## src/rtl/tlbs_pkg.sv

```systemverilog
package tlbs_pkg;

    parameter int NUM_ENTRIES = 64;
    parameter int VPN_W       = 22;
    parameter int SIZE_W      = 3;
    parameter int REG_W       = 32;
    parameter int SIZE_STEP   = 2;   // page size grows by 4x per code step

    localparam int IDX_W  = $clog2(NUM_ENTRIES);
    localparam int RSVD_W = REG_W - VPN_W;
    localparam int MISS_BIT = REG_W - 1;

    typedef logic [VPN_W-1:0]  vpn_t;
    typedef logic [SIZE_W-1:0] size_t;
    typedef logic [IDX_W-1:0]  idx_t;

    typedef struct packed {
        logic  valid;
        vpn_t  vpn;
        size_t size;
    } entry_t;

    typedef struct packed {
        logic hit;
        idx_t idx;
    } pick_t;

    // Bits of the page number that take part in the compare for a size code.
    function automatic vpn_t vpn_mask(size_t sz);
        vpn_t m;
        m = {VPN_W{1'b1}};
        m = m << (SIZE_STEP * int'(sz));
        return m;
    endfunction

endpackage

```

## src/rtl/tlbs_table.sv

```systemverilog
module tlbs_table
    import tlbs_pkg::*;
(
    input  logic   clk,
    input  logic   rst,
    input  logic   wr_en,
    input  idx_t   wr_idx,
    input  entry_t wr_entry,
    output entry_t tbl_o [NUM_ENTRIES]
);

    entry_t mem_q [NUM_ENTRIES];

    for (genvar g = 0; g < NUM_ENTRIES; g++) begin : g_ent
        always_ff @(posedge clk) begin
            if (rst) begin
                mem_q[g] <= '0;
            end else if (wr_en && (wr_idx == idx_t'(g))) begin
                mem_q[g] <= wr_entry;
            end
        end
        assign tbl_o[g] = mem_q[g];
    end

endmodule

```

## src/rtl/tlbs_match.sv

```systemverilog
module tlbs_match
    import tlbs_pkg::*;
(
    input  entry_t                 tbl_i [NUM_ENTRIES],
    input  vpn_t                   key_i,
    output logic [NUM_ENTRIES-1:0] match_o
);

    for (genvar g = 0; g < NUM_ENTRIES; g++) begin : g_cmp
        vpn_t diff;
        assign diff       = (tbl_i[g].vpn ^ key_i) & vpn_mask(tbl_i[g].size);
        assign match_o[g] = tbl_i[g].valid && (diff == '0);
    end

endmodule

```

## src/rtl/tlbs_prio.sv

```systemverilog
module tlbs_prio
    import tlbs_pkg::*;
(
    input  logic [NUM_ENTRIES-1:0] match_i,
    output pick_t                  pick_o
);

    always_comb begin
        pick_o = '0;
        for (int i = NUM_ENTRIES - 1; i >= 0; i--) begin
            if (match_i[i]) begin
                pick_o.hit = 1'b1;
                pick_o.idx = idx_t'(i);
            end
        end
    end

endmodule

```

## src/rtl/tlbs_search_unit.sv

```systemverilog
module tlbs_search_unit
    import tlbs_pkg::*;
(
    input  logic              clk,
    input  logic              rst,
    input  logic              ent_we,
    input  logic [IDX_W-1:0]  ent_idx,
    input  logic              ent_valid,
    input  logic [VPN_W-1:0]  ent_vpn,
    input  logic [SIZE_W-1:0] ent_size,
    input  logic              srch_we,
    input  logic [REG_W-1:0]  srch_data,
    output logic              done_o,
    output logic [REG_W-1:0]  index_o
);

    entry_t                 tbl   [NUM_ENTRIES];
    entry_t                 wr_entry;
    logic [NUM_ENTRIES-1:0] match_vec;
    pick_t                  pick;
    vpn_t                   key_q;
    logic                   done_q;
    logic                   miss_q;
    idx_t                   idx_q;
    logic                   unused_rsvd;

    assign wr_entry    = '{valid: ent_valid, vpn: ent_vpn, size: ent_size};
    assign unused_rsvd = ^srch_data[RSVD_W-1:0];

    tlbs_table u_table (
        .clk      (clk),
        .rst      (rst),
        .wr_en    (ent_we),
        .wr_idx   (ent_idx),
        .wr_entry (wr_entry),
        .tbl_o    (tbl)
    );

    tlbs_match u_match (
        .tbl_i   (tbl),
        .key_i   (key_q),
        .match_o (match_vec)
    );

    tlbs_prio u_prio (
        .match_i (match_vec),
        .pick_o  (pick)
    );

    // Search register capture: the lookup resolves in the following cycle.
    always_ff @(posedge clk) begin
        if (rst) begin
            key_q  <= '0;
            done_q <= 1'b0;
        end else begin
            done_q <= srch_we;
            if (srch_we) begin
                key_q <= srch_data[REG_W-1 -: VPN_W];
            end
        end
    end

    // Index register update.
    always_ff @(posedge clk) begin
        if (rst) begin
            miss_q <= 1'b0;
            idx_q  <= '0;
        end else if (done_q) begin
            miss_q <= ~pick.hit;
            if (pick.hit) begin
                idx_q <= pick.idx;
            end
        end
    end

    assign done_o  = done_q;
    assign index_o = {miss_q, {(REG_W-1-IDX_W){1'b0}}, idx_q};

    a_r2_done_follows_write: assert property (@(posedge clk) disable iff (rst)
        srch_we |=> done_o);

    a_r2_no_spurious_done: assert property (@(posedge clk) disable iff (rst)
        !srch_we |=> !done_o);

    a_r6_hit_reports_entry: assert property (@(posedge clk) disable iff (rst)
        (done_o && pick.hit) |=> (!index_o[MISS_BIT] && index_o[IDX_W-1:0] == $past(pick.idx)));

    a_r7_miss_keeps_index: assert property (@(posedge clk) disable iff (rst)
        (done_o && !pick.hit) |=> (index_o[MISS_BIT] && $stable(index_o[IDX_W-1:0])));

    a_r8_lowest_wins: assert property (@(posedge clk) disable iff (rst)
        pick.hit |-> (match_vec[pick.idx] &&
            $countones(match_vec & ((NUM_ENTRIES'(1) << pick.idx) - NUM_ENTRIES'(1))) == 0));

    a_r4_valid_only: assert property (@(posedge clk) disable iff (rst)
        pick.hit |-> tbl[pick.idx].valid);

    a_r6_zero_middle_bits: assert property (@(posedge clk) disable iff (rst)
        index_o[REG_W-2:IDX_W] == '0);

endmodule

```

## config.mk

```make
export PLATFORM = sky130hd
export DESIGN_NAME = tlbs_search_unit
export DESIGN_NICKNAME = d
export VERILOG_FILES = /design/src/rtl/tlbs_pkg.sv /design/src/rtl/tlbs_table.sv /design/src/rtl/tlbs_match.sv /design/src/rtl/tlbs_prio.sv /design/src/rtl/tlbs_search_unit.sv
export SDC_FILE = /design/constraint.sdc
export NUM_CORES = 2
export LEC_CHECK = 0
export BUFFER_PORTS_ARGS = -buffer_cell sky130_fd_sc_hd__buf_2
export CORE_UTILIZATION = 55
export CTS_BUF_LIST = sky130_fd_sc_hd__clkbuf_4 sky130_fd_sc_hd__clkbuf_8
export DETAILED_ROUTE_END_ITERATION = 12
export GPL_TIMING_DRIVEN = 1
export PLACE_DENSITY = 0.67
export SYNTH_ARGS = -nofsm -noshare
export SYNTH_HDL_FRONTEND = slang
export SYNTH_HIERARCHICAL = 1
export SYNTH_SLANG_ARGS = --single-unit
```

## constraint.sdc

```tcl
create_clock -name clk -period 3.8 [get_ports clk]
set_clock_uncertainty 0.05 [all_clocks]
set_input_delay 0.38 -clock clk [delete_from_list [all_inputs] [get_ports clk]]
set_output_delay 0.38 -clock clk [all_outputs]
set_load 0.02 [all_outputs]
```

Yosys cells after proc, flatten, opt, wreduce, memory -nomap -nowiden --
Memories as Yosys holds them, arrays and structs flattened. Index checks and enable logic that the tools add are counted.
Storage, ports and cells: input bits 68, memories kept 1, output and inout bits 33, logic and storage cells 841, bits in writable memories 1664, bits in registers 30
Memory list:
- u_table.mem_q | words 64, width 26, rd ports 64, clocked after Yosys merged registers in 0, wr ports 64, RTL line tlbs_table.sv:12 | entry_t mem_q [NUM_ENTRIES];
Operators by class: bitwise gates (word level) 193, reductions and logical operators 194, shift operators 64, mux-type cells 322, eq/ne operators 63
Operator list (number):
- $mux W26 | 64
- $and A22 B22 Y22 | 64
- $logic_not A22 Y1 | 64
- $shl A22 B4 Y22 const A | 64
- $xor A22 B22 Y22 | 64
- $mux W7 | 64
- $mux W1 | 194
- $eq A6 B6 Y1 const B | 32
- $logic_and A1 B1 Y1 | 128
- $eq A6 B5 Y1 const B | 16
- $or A1 B1 Y1 | 64
- $eq A6 B4 Y1 const B | 8
- $eq A6 B3 Y1 const B | 4
- $eq A6 B2 Y1 const B | 2
- $eq A6 B1 Y1 const B | 1
- $logic_not A6 Y1 | 1
- $reduce_and A2 Y1 | 1
- $not A1 Y1 | 1

Longest topological paths before layout --
An unclocked memory read counts as a cell.
depth in word-level cells 70, gate-level depth with buffers 15, mapped depth without buffers 12

Hierarchy --
The synthesis kept the hierarchy.
Modules (own cells, without submodules):
- tlbs_table | cells an instance 3990, seq. area each 49967.9 µm², area each 62566.3 µm², instances 1
- tlbs_match | cells an instance 2570, seq. area each 0.0 µm², area each 19097.1 µm², instances 1
- tlbs_search_unit | cells an instance 130, seq. area each 600.6 µm², area each 1325.0 µm², instances 1
- tlbs_prio | cells an instance 150, seq. area each 0.0 µm², area each 833.3 µm², instances 1

Least setup slack after synthesis --
OpenSTA, ideal clock, no wires.
kind register -> register, start register key_q[10], end register idx_q[2], setup time 0.071 ns, cell stages (with the launch flop) 16, period minus slack after synthesis 3.239 ns, data arrival time 3.118 ns, path buffers 4, required time 3.679 ns, slack 0.561 ns, cells stage by stage dfxtp_1 -> buf_4 -> buf_2 -> buf_2 -> xnor2_1 -> o2111ai_1 -> nor4_1 -> o221a_2 -> or4_4 -> nor3_1 -> nand2_1 -> nor3_1 -> nand2_1 -> buf_6 -> a21bo_1 -> a21oi_1
RTL lines:
- from (decl) | RTL line tlbs_search_unit.sv:21 | vpn_t key_q;
- from (signal assigned) | RTL line tlbs_search_unit.sv:58 | key_q <= srch_data[REG_W-1 -: VPN_W];
- to (signal assigned) | RTL line tlbs_search_unit.sv:71 | idx_q <= pick.idx;
- to (decl) | RTL line tlbs_search_unit.sv:24 | idx_t idx_q;

==> flow_summary.yaml <==
die:
  die_area_sq_mm: 0.1540
  rows: 142
  initial_core_util_pct: 55.70
  io_pins: 101
  die_y_um: 392.4
  die_x_um: 392.4
  core_sq_mm: 0.1505
route:
  routedWlPerCell_um: 28.73
  finalWirelength_mm: 263.5
  top_layer_used: "met4"
  ant_nets: 0
  dr.first_iter.drc_count: 8070
  wl_met3_mm: 28.69
  num_vias: 58800
  drt-vias-per-instance: 6.410
  wl_met1_mm: 99.33
  met2_length_mm: 125.4
  drc: 0
  drt-pass1-iter-count: 9
timing:
  fmax_ghz: 0.2710
  hold_viol_final: 0
  rsz0062_at_grt: "false"
  slew_violations: 0
  setup_viol_count_final: 0
  fin_hold_ws_ns: 0.06602
  period_needed_ns: 3.691
  slew_headroom_pct: 9.236
  tightest_slew_ns: 1.361
  period_share_pct: 97.12
yosys:
  synthCells: 6840
  yosys_register_bits: 1694
  synth.area.mux_share_pct: 0.2627
  netlist_area_sq_mm: 0.08382
  ys_seq_area_share_pct: 60.33
  synth_top_family_by_area: "simple AND/OR/NAND/NOR gates"
  yosys.area_share.xor_xnor_pct: 14.71
  ys_warn_count: 6
  synth_compound_area_share_pct: 4.712
  avgSynthCellArea_sq_um: 12.25
  ys_types: 71
  synthSimpleGateAreaFrac_pct: 15.52
  async_reset_ff_share_pct: 0
  synth_fa_ha_area_share_pct: 0
  synth_ff_type: "edfxtp_1"
  synth_edf_count: 1664
setup_path:
  cp.arrival_ns: 4.49
  reg2reg_slack_ns: 0.11
  path_cells: "buf_4 -> xnor2_1 -> a31oi_1 -> or4_1 -> a211oi_1 -> nor4_1 -> nand3_1 -> a31oi_1 -> o21ai_0 -> a21oi_1 -> buf_4 -> nand3_1 -> a21oi_1"
  cp_slowest_cell: "dfxtp_4"
  cp.required_ns: 4.60
  rr_startpoint: "key_q[3]"
  worstRegToRegCells: 13
  path_class: "register to register"
  r2r-end: "idx_q[3]"
  cp-end-kind: "register"
  worst_setup_path_start_kind: "register"
  cpPeakStageDelay_ns: 0.62
  critPathMaxFanout: 13
power_and_ir_drop:
  vdd_ir_drop_max_mv: 0.3767
  finalPower_mw: 43.15
  power_leakage_nw: 29.79
  power.density_mw_per_mm2: 456.7
global_route:
  grt_pass1_vias: 56640
  grt_max_degree: 172
  grt_first_pass_wirelength_mm: 380.0
  antenna_found_initial: 4
  grt_remaining_overflow: 0
  track_usage_pct: 34.05
clocking:
  root_buffer: "clkbuf_8"
  clk_pin_slew_ns: 0.06
  htree_levels: 5
  clockBufferDepth: 4
  cts_tree: "yes"
  worstSkewPairLatency_ns: 1.05
  clock-sinks: 1694
  numCtsBuffers: 303
placed_design:
  io_buffers: 65
  dp_cells: 8602
  gp_congestion: 0.9228
  place_area_sq_mm: 0.08813
  dp_hpwl_mm: 146.4
job:
  cap_viol_max_count: 0
worst_hold_path:
  min_from: "ent_vpn[6]"
  hold_path_depth: 3
  hp-class: "primary input to register"
  min_to: "u_table/mem_q[1][789]"
finish:
  area_delta_synth_final_pct: 12.71
  final_cell_count_no_fill: 9173
  finalNetCount: 7023
  final_common_cell: "edfxtp_1"
  final_area_sq_mm: 0.09448
  fillers: 11720
  mostFrequentLayoutCells: "1,664 x edfxtp_1, 1,524 x nor3_1, 845 x xnor2_1, 563 x xor2_1, 312 x clkbuf_8"
  regArea_sq_mm: 0.05065
  multi_input_area_sq_mm: 0.03013
  drive_above_1_share_pct: 18.33
run_status:
  outcome: "complete, no violations"
==> cells in the mapped netlist (all sizes together), types with 30 or more instances <==
library cell  count  area (sq um)
nand4            45         281.5
o21bai           85         645.6
clkbuf          410          1539
nand2           150         563.0
a31oi            42         262.8
o21ai            59         299.0
buf             326          1999
nor2            162         608.1
dfxtp            30         600.6
xnor2           845          7401
o2111ai          50         437.9
a2111oi          44         430.4
nor4            126         803.3
xor2            563          4931
edfxtp         1664         49970
nor3           1741          9794
a21oi           127         635.6
nand3            99         495.5
inv              53         198.9
==> metrics by stage <==
step | setup slack (ns) | TNS (ns) | utilization (%)
finish | 0.1094 | 0 | 62.78
CTS | 0.002499 | 0 | 62.67
floorplan | 0.5612 | 0 | -
global route | 0.001148 | 0 | 62.78
global placement | -0.1933 | -0.1957 | 58.56
detailed placement | -0.2283 | -0.2580 | 58.56
==> repair_timing <==
item / in CTS / in global routing
endpoints found under the setup margin: 3 / 6
endpoints found under the hold margin: 128 / 0
buffers inserted: 0 / 5
resized for setup: 3 / 20
hold buffers: 59 / 0
==> routing by layer <==
metal	track usage, %	up-vias
met5	0	-
met4	12.78	0
met3	6.347	618
met2	55.35	3573
met1	45.47	29370
li1	-	25240
==> how the worst max path moves through the flow <==
stage | to | slack, ns | startpoint
final | idx_q[3] | 0.11 | key_q[3]
after global routing | idx_q[3] | 0.001 | key_q[3]
after CTS | idx_q[0] | 0.002 | key_q[4]
after detailed placement | idx_q[0] | -0.23 | key_q[8]
after global placement | idx_q[0] | -0.19 | key_q[19]
after floorplan | idx_q[2] | 0.56 | key_q[10]
==> sequential cells by signal, summed over array words and instances, names as in the netlist <==
register,flops
done_o,1
key_q,22
miss_q,1
idx_q,6
u_table/mem_q,1664
==> logic make-up (layout without fill, tap and decap cells) <==
| family | Yosys count | after routing |
|---|---|---|
| AND/OR/NAND/NOR | 2380 | 2380 |
| flip-flops | 1694 | 1694 |
| XOR/XNOR | 1408 | 1408 |
| buffers and inverters | 789 | 1079 |
| AO/OA/AOI/OAI | 546 | 546 |
| multiplexers | 22 | 22 |
| other | 1 | 28 |
==> worst max-delay path: cells and delay by family, from the launching register on <==
family | cells | cell delay (ns)
and+or+nand+nor | 4 | 0.97
AOI/OAI and AO/OA | 6 | 1.11
buffers and inverters | 2 | 0.58
xor gates and xnor gates | 1 | 0.16
DFF | 1 | 0.62
==> cell type report <==
| cell class | count | share of cell area [%] |
|---|---|---|
| clock inverter | 93 | 0.5628 |
| inverter | 53 | 0.2794 |
| timing repair buffer | 522 | 5.650 |
| clock buffer | 411 | 5.332 |
| antenna | 3 | 0.007946 |
| tap | 2016 | 2.670 |
| multi-input combinational | 4381 | 31.89 |
| sequential | 1694 | 53.61 |
==> power by group <==
group	internal, mW	total, mW	switching, mW
clock	8.91	16.3	7.43
combinational	1.65	4.77	3.12
sequential	21.5	22.0	0.549
total	32.0	43.1	11.1
(Power assumes the default switching activity.)
